$ cat src/rtl/coh_pkg.sv
package coh_pkg;
  typedef enum logic [1:0] {LS_I = 2'd0, LS_S = 2'd1, LS_M = 2'd2} line_st_e;
  typedef enum logic [1:0] {OQ_RD = 2'd0, OQ_RDX = 2'd1, OQ_WB = 2'd2} oreq_e;
  typedef enum logic [2:0] {
    IM_RDREP = 3'd0, IM_EXREP = 3'd1, IM_INV = 3'd2, IM_FETCH = 3'd3, IM_NACK = 3'd4
  } inmsg_e;
  typedef enum logic {RS_INVACK = 1'b0, RS_DATA = 1'b1} rsp_e;
endpackage

$ cat src/rtl/coh_line_array.sv
module coh_line_array
  import coh_pkg::*;
#(
  parameter int LINES  = 4,
  parameter int TAG_W  = 6,
  parameter int DATA_W = 32,
  localparam int IDX_W = $clog2(LINES)
) (
  input  logic              clk,
  input  logic              rst_n,
  input  logic [IDX_W-1:0]  a_idx,
  output logic [TAG_W-1:0]  a_tag,
  output line_st_e          a_st,
  output logic [DATA_W-1:0] a_data,
  input  logic [IDX_W-1:0]  b_idx,
  output logic [TAG_W-1:0]  b_tag,
  output line_st_e          b_st,
  output logic [DATA_W-1:0] b_data,
  input  logic              fill_en,
  input  logic [IDX_W-1:0]  fill_idx,
  input  logic [TAG_W-1:0]  fill_tag,
  input  logic [DATA_W-1:0] fill_data,
  input  line_st_e          fill_st,
  input  logic              wr_en,
  input  logic [IDX_W-1:0]  wr_idx,
  input  logic [DATA_W-1:0] wr_data,
  input  logic              inv_en,
  input  logic [IDX_W-1:0]  inv_idx,
  input  logic              chg_en,
  input  logic [IDX_W-1:0]  chg_idx,
  input  line_st_e          chg_st
);
  logic [TAG_W-1:0]  tag_v  [LINES];
  line_st_e          st_v   [LINES];
  logic [DATA_W-1:0] data_v [LINES];

  for (genvar g = 0; g < LINES; g++) begin : g_line
    line_st_e          st_q, st_d;
    logic [TAG_W-1:0]  tag_q;
    logic [DATA_W-1:0] data_q, data_d;
    logic              sel_fill, sel_wr, data_ce;

    assign sel_fill = fill_en && (fill_idx == IDX_W'(g));
    assign sel_wr   = wr_en && (wr_idx == IDX_W'(g));
    assign data_ce  = sel_fill || sel_wr;

    always_comb begin
      st_d   = st_q;
      data_d = data_q;
      if (sel_fill) begin
        st_d   = fill_st;
        data_d = fill_data;
      end
      if (sel_wr) data_d = wr_data;
      if (chg_en && (chg_idx == IDX_W'(g))) st_d = chg_st;
      if (inv_en && (inv_idx == IDX_W'(g))) st_d = LS_I;
    end

    always_ff @(posedge clk or negedge rst_n) begin
      if (!rst_n) st_q <= LS_I;
      else        st_q <= st_d;
    end

    always_ff @(posedge clk) begin
      if (sel_fill) tag_q <= fill_tag;
      if (data_ce)  data_q <= data_d;
    end

    assign tag_v[g]  = tag_q;
    assign st_v[g]   = st_q;
    assign data_v[g] = data_q;

    // a fill leaves the line in the state the reply called for
    p_fill_state_r2: assert property (@(posedge clk) disable iff (!rst_n)
      sel_fill |=> (st_q == $past(fill_st)) && (data_q == $past(fill_data)));
    // a processor store keeps the line modified and holds the new word
    p_store_mod_r4: assert property (@(posedge clk) disable iff (!rst_n)
      sel_wr |=> (st_q == LS_M) && (data_q == $past(wr_data)));
  end

  assign a_tag  = tag_v[a_idx];
  assign a_st   = st_v[a_idx];
  assign a_data = data_v[a_idx];
  assign b_tag  = tag_v[b_idx];
  assign b_st   = st_v[b_idx];
  assign b_data = data_v[b_idx];
endmodule

$ cat src/rtl/coh_probe_unit.sv
module coh_probe_unit
  import coh_pkg::*;
#(
  parameter int ADDR_W = 8,
  parameter int DATA_W = 32,
  parameter int IDX_W  = 2,
  localparam int TAG_W = ADDR_W - IDX_W
) (
  input  logic              clk,
  input  logic              rst_n,
  input  logic              in_valid,
  input  logic [2:0]        in_type,
  input  logic [ADDR_W-1:0] in_addr,
  output logic [IDX_W-1:0]  b_idx,
  input  logic [TAG_W-1:0]  b_tag,
  input  line_st_e          b_st,
  input  logic [DATA_W-1:0] b_data,
  output logic              busy,
  output logic              chg_en,
  output line_st_e          chg_st,
  output logic              rsp_valid,
  output logic              rsp_type,
  output logic [ADDR_W-1:0] rsp_addr,
  output logic [DATA_W-1:0] rsp_data
);
  logic is_inv, is_fetch, present;
  logic              rv_d, rt_d;
  logic [DATA_W-1:0] rdat_d;

  assign b_idx    = in_addr[IDX_W-1:0];
  assign is_inv   = in_valid && (in_type == IM_INV);
  assign is_fetch = in_valid && (in_type == IM_FETCH);
  assign busy     = is_inv || is_fetch;
  assign present  = (b_st != LS_I) && (b_tag == in_addr[ADDR_W-1:IDX_W]);

  always_comb begin
    chg_en = 1'b0;
    chg_st = LS_I;
    if (is_inv && present) begin
      chg_en = 1'b1;
      chg_st = LS_I;
    end else if (is_fetch && present && (b_st == LS_M)) begin
      chg_en = 1'b1;
      chg_st = LS_S;
    end
    rv_d   = busy;
    rt_d   = is_fetch ? RS_DATA : RS_INVACK;
    rdat_d = present ? b_data : '0;
  end

  always_ff @(posedge clk or negedge rst_n) begin
    if (!rst_n) rsp_valid <= 1'b0;
    else        rsp_valid <= rv_d;
  end

  always_ff @(posedge clk) begin
    if (busy) begin
      rsp_type <= rt_d;
      rsp_addr <= in_addr;
      rsp_data <= rdat_d;
    end
  end

  // every invalidate is acknowledged one cycle later
  p_inv_ack_r5: assert property (@(posedge clk) disable iff (!rst_n)
    is_inv |=> rsp_valid && (rsp_type == RS_INVACK) && (rsp_addr == $past(in_addr)));
  // a fetch of a dirty line returns its data
  p_fetch_data_r7: assert property (@(posedge clk) disable iff (!rst_n)
    (is_fetch && present && (b_st == LS_M)) |=> rsp_valid && rsp_type && (rsp_data == $past(b_data)));
endmodule

$ cat src/rtl/coh_miss_ctrl.sv
module coh_miss_ctrl
  import coh_pkg::*;
#(
  parameter int ADDR_W    = 8,
  parameter int DATA_W    = 32,
  parameter int IDX_W     = 2,
  parameter int NACK_WAIT = 4,
  localparam int TAG_W = ADDR_W - IDX_W,
  localparam int CNT_W = $clog2(NACK_WAIT + 1)
) (
  input  logic              clk,
  input  logic              rst_n,
  input  logic              cpu_valid,
  input  logic              cpu_we,
  input  logic [ADDR_W-1:0] cpu_addr,
  input  logic              hit,
  input  logic              probe_busy,
  input  logic [TAG_W-1:0]  v_tag,
  input  line_st_e          v_st,
  input  logic [DATA_W-1:0] v_data,
  input  logic              in_valid,
  input  logic [2:0]        in_type,
  input  logic [ADDR_W-1:0] in_addr,
  output logic              idle,
  output logic [ADDR_W-1:0] pend_addr,
  output logic              req_valid,
  output logic [1:0]        req_type,
  output logic [ADDR_W-1:0] req_addr,
  output logic [DATA_W-1:0] req_data,
  output logic              fill_en,
  output line_st_e          fill_st,
  output logic              evict_en
);
  typedef enum logic [2:0] {F_IDLE, F_EVICT, F_SEND, F_WAIT, F_HOLD} fsm_e;

  fsm_e              st_q, st_d;
  logic              excl_q, excl_d;
  logic [ADDR_W-1:0] pa_q, pa_d;
  logic [CNT_W-1:0]  cnt_q, cnt_d;
  logic              match, start;

  assign match = in_valid && (in_addr == pa_q);
  assign start = cpu_valid && !hit && !probe_busy;

  always_comb begin
    st_d   = st_q;
    excl_d = excl_q;
    pa_d   = pa_q;
    cnt_d  = cnt_q;
    unique case (st_q)
      F_IDLE: if (start) begin
        pa_d   = cpu_addr;
        excl_d = cpu_we;
        st_d   = ((v_st == LS_M) && (v_tag != cpu_addr[ADDR_W-1:IDX_W])) ? F_EVICT : F_SEND;
      end
      F_EVICT: st_d = F_SEND;
      F_SEND:  st_d = F_WAIT;
      F_WAIT: begin
        if (match && (in_type == (excl_q ? IM_EXREP : IM_RDREP))) st_d = F_IDLE;
        else if (match && (in_type == IM_NACK)) begin
          st_d  = F_HOLD;
          cnt_d = CNT_W'(NACK_WAIT - 1);
        end
      end
      F_HOLD: begin
        if (cnt_q == '0) st_d = F_SEND;
        else             cnt_d = cnt_q - 1'b1;
      end
      default: st_d = F_IDLE;
    endcase
  end

  always_ff @(posedge clk or negedge rst_n) begin
    if (!rst_n) begin
      st_q   <= F_IDLE;
      excl_q <= 1'b0;
      pa_q   <= '0;
      cnt_q  <= '0;
    end else begin
      st_q   <= st_d;
      excl_q <= excl_d;
      pa_q   <= pa_d;
      cnt_q  <= cnt_d;
    end
  end

  always_comb begin
    idle      = (st_q == F_IDLE);
    pend_addr = pa_q;
    req_valid = (st_q == F_EVICT) || (st_q == F_SEND);
    req_type  = (st_q == F_EVICT) ? OQ_WB : (excl_q ? OQ_RDX : OQ_RD);
    req_addr  = (st_q == F_EVICT) ? {v_tag, pa_q[IDX_W-1:0]} : pa_q;
    req_data  = (st_q == F_EVICT) ? v_data : '0;
    evict_en  = (st_q == F_EVICT);
    fill_en   = (st_q == F_WAIT) && match && (in_type == (excl_q ? IM_EXREP : IM_RDREP));
    fill_st   = excl_q ? LS_M : LS_S;
  end

  // a writeback is followed at once by the read for the same set
  p_wb_then_read_r8: assert property (@(posedge clk) disable iff (!rst_n)
    (req_valid && (req_type == OQ_WB)) |=>
      req_valid && (req_type != OQ_WB) && (req_addr[IDX_W-1:0] == $past(req_addr[IDX_W-1:0])));
  // a read request is never repeated back to back
  p_single_send_r11: assert property (@(posedge clk) disable iff (!rst_n)
    (req_valid && (req_type != OQ_WB)) |=> !req_valid);
  // the end of the back-off re-issues the pending address
  p_resend_r9: assert property (@(posedge clk) disable iff (!rst_n)
    ((st_q == F_HOLD) && (cnt_q == '0)) |=> req_valid && (req_addr == $past(pa_q)));
endmodule

$ cat src/rtl/coh_node_agent.sv
module coh_node_agent
  import coh_pkg::*;
#(
  parameter int ADDR_W    = 8,
  parameter int DATA_W    = 32,
  parameter int LINES     = 4,
  parameter int NACK_WAIT = 4
) (
  input  logic              clk,
  input  logic              rst_n,
  input  logic              cpu_valid,
  input  logic              cpu_we,
  input  logic [ADDR_W-1:0] cpu_addr,
  input  logic [DATA_W-1:0] cpu_wdata,
  output logic              cpu_ready,
  output logic [DATA_W-1:0] cpu_rdata,
  output logic              req_valid,
  output logic [1:0]        req_type,
  output logic [ADDR_W-1:0] req_addr,
  output logic [DATA_W-1:0] req_data,
  input  logic              in_valid,
  input  logic [2:0]        in_type,
  input  logic [ADDR_W-1:0] in_addr,
  input  logic [DATA_W-1:0] in_data,
  output logic              rsp_valid,
  output logic              rsp_type,
  output logic [ADDR_W-1:0] rsp_addr,
  output logic [DATA_W-1:0] rsp_data
);
  localparam int IDX_W = $clog2(LINES);
  localparam int TAG_W = ADDR_W - IDX_W;

  logic rst_s1, rst_sn;
  always_ff @(posedge clk or negedge rst_n) begin
    if (!rst_n) begin
      rst_s1 <= 1'b0;
      rst_sn <= 1'b0;
    end else begin
      rst_s1 <= 1'b1;
      rst_sn <= rst_s1;
    end
  end

  logic [IDX_W-1:0]  a_idx, b_idx;
  logic [TAG_W-1:0]  a_tag, b_tag;
  line_st_e          a_st, b_st, fill_st, chg_st;
  logic [DATA_W-1:0] a_data, b_data;
  logic              idle, hit, probe_busy, wr_en, fill_en, evict_en, chg_en;
  logic [ADDR_W-1:0] pend_addr;

  assign a_idx     = idle ? cpu_addr[IDX_W-1:0] : pend_addr[IDX_W-1:0];
  assign hit       = (a_st != LS_I) && (a_tag == cpu_addr[ADDR_W-1:IDX_W]) &&
                     (!cpu_we || (a_st == LS_M));
  assign cpu_ready = idle && cpu_valid && hit && !probe_busy;
  assign cpu_rdata = a_data;
  assign wr_en     = cpu_ready && cpu_we;

  coh_line_array #(.LINES(LINES), .TAG_W(TAG_W), .DATA_W(DATA_W)) u_lines (
    .clk(clk), .rst_n(rst_sn),
    .a_idx(a_idx), .a_tag(a_tag), .a_st(a_st), .a_data(a_data),
    .b_idx(b_idx), .b_tag(b_tag), .b_st(b_st), .b_data(b_data),
    .fill_en(fill_en), .fill_idx(pend_addr[IDX_W-1:0]),
    .fill_tag(pend_addr[ADDR_W-1:IDX_W]), .fill_data(in_data), .fill_st(fill_st),
    .wr_en(wr_en), .wr_idx(cpu_addr[IDX_W-1:0]), .wr_data(cpu_wdata),
    .inv_en(evict_en), .inv_idx(pend_addr[IDX_W-1:0]),
    .chg_en(chg_en), .chg_idx(b_idx), .chg_st(chg_st)
  );

  coh_probe_unit #(.ADDR_W(ADDR_W), .DATA_W(DATA_W), .IDX_W(IDX_W)) u_probe (
    .clk(clk), .rst_n(rst_sn),
    .in_valid(in_valid), .in_type(in_type), .in_addr(in_addr),
    .b_idx(b_idx), .b_tag(b_tag), .b_st(b_st), .b_data(b_data),
    .busy(probe_busy), .chg_en(chg_en), .chg_st(chg_st),
    .rsp_valid(rsp_valid), .rsp_type(rsp_type), .rsp_addr(rsp_addr), .rsp_data(rsp_data)
  );

  coh_miss_ctrl #(.ADDR_W(ADDR_W), .DATA_W(DATA_W), .IDX_W(IDX_W),
                  .NACK_WAIT(NACK_WAIT)) u_miss (
    .clk(clk), .rst_n(rst_sn),
    .cpu_valid(cpu_valid), .cpu_we(cpu_we), .cpu_addr(cpu_addr),
    .hit(hit), .probe_busy(probe_busy),
    .v_tag(a_tag), .v_st(a_st), .v_data(a_data),
    .in_valid(in_valid), .in_type(in_type), .in_addr(in_addr),
    .idle(idle), .pend_addr(pend_addr),
    .req_valid(req_valid), .req_type(req_type), .req_addr(req_addr), .req_data(req_data),
    .fill_en(fill_en), .fill_st(fill_st), .evict_en(evict_en)
  );

  // the processor is stalled while a miss is outstanding
  p_stall_r11: assert property (@(posedge clk) disable iff (!rst_sn)
    !idle |-> !cpu_ready);
  // nothing is driven out of reset
  p_quiet_reset_r12: assert property (@(posedge clk)
    !rst_sn |-> !req_valid && !cpu_ready);
endmodule

$ cat config.mk
export PLATFORM = sky130hd
export DESIGN_NAME = coh_node_agent
export DESIGN_NICKNAME = d
export VERILOG_FILES = /design/src/rtl/coh_pkg.sv /design/src/rtl/coh_line_array.sv /design/src/rtl/coh_probe_unit.sv /design/src/rtl/coh_miss_ctrl.sv /design/src/rtl/coh_node_agent.sv
export SDC_FILE = /design/constraint.sdc
export NUM_CORES = 1
export LEC_CHECK = 0
export BUFFER_PORTS_ARGS = -buffer_cell sky130_fd_sc_hd__buf_4
export CAP_MARGIN = 30
export CORE_ASPECT_RATIO = 1.75
export CORE_UTILIZATION = 37
export CTS_CLUSTER_DIAMETER = 150
export CTS_CLUSTER_SIZE = 10
export DETAILED_ROUTE_END_ITERATION = 6
export GPL_ROUTABILITY_DRIVEN = 0
export HOLD_SLACK_MARGIN = 0.02
export PLACE_DENSITY_LB_ADDON = 0.05
export SLEW_MARGIN = 20
export SYNTH_ARGS = -nofsm -noshare
export SYNTH_HDL_FRONTEND = slang
export SYNTH_SLANG_ARGS = --single-unit
$ cat constraint.sdc
create_clock -name clk -period 3.9 [get_ports clk]
set_input_delay 0.78 -clock clk [delete_from_list [all_inputs] [get_ports clk]]
set_output_delay 0.78 -clock clk [all_outputs]
set_load 0.01 [all_outputs]
# ---- Yosys cells after proc, flatten, opt, wreduce, memory -nomap -nowiden
# Index checks and enable logic that the tools add are counted.
dict set report word_totals {
  ff_bits 219
  elab_cells 185
  input_bits 88
}
dict set report classes {
  n_reduce_logical 69
  n_bitwise 2
  n_mux 60
  order_cmp 2
  n_eq_ne 29
  add_sub_neg 1
}
# operator count
set ops {}
lappend ops {{$mux W32} 13}
lappend ops {{$bmux W32 S2} 2}
lappend ops {{$mux W2} 21}
lappend ops {{$logic_and A1 B1 Y1} 36}
lappend ops {{$bmux W6 S2} 2}
lappend ops {{$mux W6} 4}
lappend ops {{$mux W3} 7}
lappend ops {{$eq A2 B2 Y1 const B} 8}
lappend ops {{$pmux W3 S5} 1}
lappend ops {{$reduce_bool A2 Y1} 7}
lappend ops {{$eq A3 B2 Y1 const B} 4}
lappend ops {{$eq A6 B6 Y1} 2}
lappend ops {{$reduce_bool A3 Y1} 4}
lappend ops {{$reduce_and A2 Y1} 5}
lappend ops {{$bmux W2 S2} 2}
lappend ops {{$eq A8 B8 Y1} 1}
lappend ops {{$mux W8} 1}
lappend ops {{$logic_or A1 B1 Y1} 7}
lappend ops {{$eq A2 B1 Y1 const B} 3}
lappend ops {{$eq A3 B3 Y1 const B} 2}
lappend ops {{$ge A3 B3 Y1 const B} 2}
lappend ops {{$logic_not A2 Y1} 3}
lappend ops {{$logic_not A3 Y1} 2}
lappend ops {{$mux W1} 6}
lappend ops {{other kinds (12)} 18}

# ---- Longest topological paths before layout
dict set report logic_depth {
  word_depth 15
  depth_mapped 11
  mapped_depth_nobuf 8
}

# ---- Hierarchy
# Synthesis repeated with hierarchy kept, for this count alone.
dict set report unflattened {
  hier_cells 737
  hier_area_um2 11925.2
}
# mod n_inst cells_each area_per_inst_um2
set by_module_without_submodules {}
lappend by_module_without_submodules {coh_line_array 1 446 8555.7}
lappend by_module_without_submodules {coh_probe_unit 1 131 1920.6}
lappend by_module_without_submodules {coh_miss_ctrl 1 140 1272.5}
lappend by_module_without_submodules {coh_node_agent 1 20 176.4}

# ---- Least setup slack after synthesis
# OpenSTA, ideal clock, no wires.
dict set report synth_path {
  path_kind {input-to-reg}
  start {in cpu_addr[0]}
  end {reg u_lines.g_line[3].data_q[0], enable pin}
  setup_ps 466
  path_buffers 1
  slack_ps -1462
  t_required_ps 3434
  arrival_time_ps 4896
  path_stages 7
  path_cell_list {clkbuf_1 -> mux4_2 -> mux2i_1 -> o211ai_2 -> nor4_4 -> nand3_1 -> o21ai_0}
}
dict set report synth_between {
  elab_chain_len 14
  word_cells_on_any_way 22
  classes_between {eq/ne: 3; mux: 7; bitwise: 1; reduce/logical: 11}
}
# element line
set synth_rtl {}
lappend synth_rtl {{start, declared} coh_node_agent.sv:13} ;# input logic [ADDR_W-1:0] cpu_addr,
lappend synth_rtl {{$mux W2} coh_node_agent.sv:51} ;# assign a_idx = idle ? cpu_addr[IDX_W-1:0] : pend_addr[IDX_W-1:0];
lappend synth_rtl {{$not A2 Y3 (implied by the code)} {coh_line_array.sv:81, coh_line_array.sv:82}}
lappend synth_rtl {{$bmux W6 S2 / $bmux W2 S2 (equally long branches)} {coh_line_array.sv:81, coh_line_array.sv:82}}
lappend synth_rtl {{$mux W6 (implied by the code) / $mux W2 (equally long branches) (2 in a row)} {coh_line_array.sv:81, coh_line_array.sv:82}}
lappend synth_rtl {{$eq A6 B6 Y1 (tied with other cells)} coh_node_agent.sv:52} ;# assign hit = (a_st != LS_I) && (a_tag == cpu_addr[ADDR_W-1:IDX_W]) &&
lappend synth_rtl {{$logic_and A1 B1 Y1 / $logic_or A1 B1 Y1 (equally long branches)} {coh_node_agent.sv:52, coh_node_agent.sv:53}}
lappend synth_rtl {{$logic_and A1 B1 Y1} coh_node_agent.sv:52}
lappend synth_rtl {{$logic_and A1 B1 Y1 (2 in a row)} coh_node_agent.sv:54} ;# assign cpu_ready = idle && cpu_valid && hit && !probe_busy;
lappend synth_rtl {{$logic_and A1 B1 Y1} coh_node_agent.sv:56} ;# assign wr_en = cpu_ready && cpu_we;
lappend synth_rtl {{$logic_and A1 B1 Y1 (*)} coh_line_array.sv:44} ;# assign sel_wr = wr_en && (wr_idx == IDX_W'(g));
lappend synth_rtl {{$reduce_bool A2 Y1 (no source line) / $logic_or A1 B1 Y1 (equally long branches)} n/a}
lappend synth_rtl {{$reduce_and A2 Y1 (no source line) (*)} n/a}
lappend synth_rtl {{end signal, assigned} coh_line_array.sv:66} ;# if (data_ce) data_q <= data_d;
lappend synth_rtl {{end, declared} coh_line_array.sv:40} ;# logic [DATA_W-1:0] data_q, data_d;
# Every way passes the cells marked *; elsewhere a longest branch is shown, timed or not. The select of a mux whose other input is x is not followed.
# A chain may end at the register's enable or synchronous reset.

# ---- Final worst setup path
dict set report layout_path {
  start {reg u_miss.st_q[2]}
  end {out cpu_ready}
}
dict set report layout_between {
  elab_chain_len 11
  word_cells_on_any_way 18
  classes_between {eq/ne: 2; mux: 7; bitwise: 1; reduce/logical: 8}
}
# element line
set layout_rtl {}
lappend layout_rtl {{start, declared} coh_miss_ctrl.sv:36} ;# fsm_e st_q, st_d;
lappend layout_rtl {{start signal, assigned} coh_miss_ctrl.sv:80} ;# st_q <= st_d;
lappend layout_rtl {{$logic_not A3 Y1 (*)} coh_miss_ctrl.sv:88} ;# idle = (st_q == F_IDLE);
lappend layout_rtl {{$mux W2} coh_node_agent.sv:51}
lappend layout_rtl {{$not A2 Y3 (implied by the code)} {coh_line_array.sv:81, coh_line_array.sv:82}}
lappend layout_rtl {{$bmux W6 S2 / $bmux W2 S2 (equally long branches)} {coh_line_array.sv:81, coh_line_array.sv:82}}
lappend layout_rtl {{$mux W6 (implied by the code) / $mux W2 (equally long branches) (2 in a row)} {coh_line_array.sv:81, coh_line_array.sv:82}}
lappend layout_rtl {{$eq A6 B6 Y1 (tied with other cells)} coh_node_agent.sv:52}
lappend layout_rtl {{$logic_and A1 B1 Y1 / $logic_or A1 B1 Y1 (equally long branches)} {coh_node_agent.sv:52, coh_node_agent.sv:53}}
lappend layout_rtl {{$logic_and A1 B1 Y1} coh_node_agent.sv:52}
lappend layout_rtl {{$logic_and A1 B1 Y1 (*) (2 in a row)} coh_node_agent.sv:54}
lappend layout_rtl {{end, declared} coh_node_agent.sv:15} ;# output logic cpu_ready,
# Marks and branches as above.

==> impl_metrics.csv <==
group,metric,value,unit
finish,drive_gt1_frac,0.492,
clock_network,clkLatencyLatePin,540,ps
floorplan,io_pins,206,
finish,fin_nets,1092,
synth,yosysSeqAreaShare,0.529,
finish,layout_common_cells,"243 x buf_4, 193 x edfxtp_1, 81 x mux2_2, 76 x mux4_2, 43 x nor2b_1",
setup_path,critPathRequiredTime,3120,ps
finish,multi_input_area,5420,um^2
finish,regArea,6450,um^2
global_route,grt_max_degree,33,
clock_network,clk_pin_slew,60,ps
sta,timing.fmax,264,MHz
power,swShare,0.321,
setup_path,path_max_fanout,7,
synth,avgSynthCellArea,15.8,um^2
finish,fillerInstances,2953,
finish,syn_to_final_growth,25.2,%
drt,drc,16,
global_route,overflow,0,
clock_network,clockBufferDepth,3,
sta,rsz0062_at_grt,"false",
sta,setup_violations,0,
synth,synth_edf_count,193,
setup_path,cp-start-kind,"flop",
placed_design,portBuffers,205,
placed_design,dpl_cell_area,14400,um^2
clock_network,cts.htree.levels,1,
power,power_frac_seq,0.361,
drt,viasPerCell,5.38,
power,vdd.ir_drop.worst,0.000297,V
sta,maxSlewHeadroom,0.542,
global_route,track_usage,0.211,
floorplan,die_width,139,um
power,internal_power,5260,uW
synth,synth_fp_nets,861,
floorplan,start_util,0.377,
floorplan,die_area,33700,um^2
drt,routed_wl,35300,um
power,power_switching,2490,uW
outcome,status,"finished, violations left",
setup_path,r2r_slack,660,ps
sta,finClkSkew,19.0,ps
floorplan,rows,87,
global_route,antenna_found_initial,3,
power,combPwrFrac,0.364,
global_route,grt_pass1_wl,51900,um
drt,antenna_left,0,
sta,maxSlewViolCount,0,
drt,vias,7654,
synth,synth_area,12200,um^2
sta,hold_violations,0,
synth,synth-seq-cells,219,
synth,synthFlopType,"edfxtp_1",
finish,final_common_cell,"buf_4",
power,p_per_area,508,nW/um^2
sta,worst_pin_slew,681,ps
placed_design,dpl.hpwl,23700,um
setup_path,crit_path_end_kind,"primary output",
synth,yosysWarnings,0,
setup_path,crit_type,"reg2out",
outcome,violations,"DRC",
synth,synth_cell_types,53,
worst_hold_path,hold_class,"reg2async",
clock_network,cts.sinks,219,
power,leakagePower,0.00583,uW
power,totalPowerFinal,7750,uW
setup_path,critical_path_arrival,3000,ps
clock_network,tritoncts,"done",
floorplan,die_h,242,um
clock_network,cts_buffers,25,
synth,syn-instance-count,771,
drt,wl_per_cell,24.8,um
power,clkPwrFrac,0.275,
drt,detail_route.first_pass.iterations,7,
sta,post-route-period-util,0.970,
global_route,grt_pass1_vias,8172,
sta,finalCriticalPeriod,3780,ps
run,maxCapViolations,0,
drt,first_iter_violations,396,
finish,fin_area,15300,um^2
synth,ys_async_sr_fraction,0.119,
floorplan,core,32300,um^2
clock_network,root_buffer,"clkbuf_16",
-- final cells by class --
| type | instances | area share |
|---|---|---|
| clock buffer | 45 | 0.0459 |
| multi-input combinational | 479 | 0.355 |
| antenna | 3 | 0.000492 |
| tap | 400 | 0.0328 |
| inverter | 18 | 0.00443 |
| timing repair buffer | 259 | 0.139 |
| sequential | 219 | 0.423 |
-- final timing paths --
check                               startpoint                      endpoint  depth (start not counted)
worst min register to register          rst_sn             u_probe.rsp_valid                          1
worst max register to register  u_miss.st_q[2]  u_lines.g_line[1].data_q[18]                          9
min in group clk                        rst_s1                        rst_sn                          0
worst min-delay path                    rst_sn             u_probe.rsp_valid                          1
worst max-delay path            u_miss.st_q[2]                     cpu_ready                          8
max in group asynchronous                rst_n                        rst_sn                          2
-- state kept, by name (all words and copies together), names as in the netlist --
name                   count
rst_sn                     1
u_lines.g_line.st_q        8
u_lines.g_line.tag_q      24
u_probe.rsp_addr           8
u_miss.pend_addr           8
u_probe.rsp_type           1
rst_s1                     1
u_miss.st_q                3
u_probe.rsp_data          32
u_probe.rsp_valid          1
u_miss.excl_q              1
u_lines.g_line.data_q    128
u_miss.cnt_q               3
-- repair_timing --
action                     4_1_cts  5_1_grt
hold buffers                     1        0
setup endpoints to repair       24       25
resized for setup                4        6
pin swaps                        0        1
hold endpoints to repair         2        0
setup buffers                    1        4
gates cloned                     1        0
-- critical path, cell delays in order, from the launching register on --
cell,delay (ps)
dfrtp_2,460
or4b_4,560
and2_4,240
mux4_2,330
mux2i_4,230
xor2_4,190
nand2_2,80
nor3b_2,220
buf_4,160
-- routing by layer --
metal	track usage	up-vias	wire length (um)
li1	-	3473	-
met1	0.221	3937	12600
met2	0.401	197	19800
met3	0.0356	47	1620
met4	0.100	0	1290
met5	0	-	0
-- kinds of logic after synthesis --
kind of cell,synth area share
buffers and inverters,0.0328
muxes,0.310
DFF,0.529
AOI/OAI and AO/OA,0.0272
xor gates and xnor gates,0.0187
and+or+nand+nor,0.0803
other,0.000308
adders and majority gates,0.00205
-- cells in the mapped netlist (6+ instances only) --
library cell,instances,area (um^2)
edfxtp_1,193,5800
mux2_2,81,912
mux4_2,76,1710
nor2b_1,43,269
and2_1,35,219
mux2i_1,33,330
mux2_1,30,338
mux2_4,28,420
clkbuf_1,27,101
dfrtp_1,26,651
nand2_1,19,71.3
inv_1,18,67.6
xnor2_1,15,131
buf_6,14,158
o21ai_0,14,70.1
nor2_1,13,48.8
buf_2,8,40.0
a21oi_1,6,30.0
a31oi_1,6,37.5
xor2_1,6,52.6
-- power by group through the flow --
stage / sequential [uW] / clock (uW) / combinational, uW
final: 2800 / 2130 / 2820
after global routing: 2810 / 2270 / 3020
after CTS: 2800 / 2180 / 2840
after detailed placement: 2850 / 0 / 2750
after global placement: 2850 / 0 / 2750
after floorplan: 2770 / 0 / 1660
-- per-stage QoR --
step           hold slack (ps)  TNS, ps  utilization  cells  setup slack, ps
6_report                   244        0        0.472   1423              116
5_1_grt                    272        0        0.472   1423             12.3
4_1_cts                    259        0        0.471   1416             8.23
3_5_place_dp               268        0        0.447   1368              217
3_3_place_gp               260        0        0.447   1368              204
2_1_floorplan              307    -2820            -    771            -44.1
Note: power is estimated with default switching activity, not from simulation.
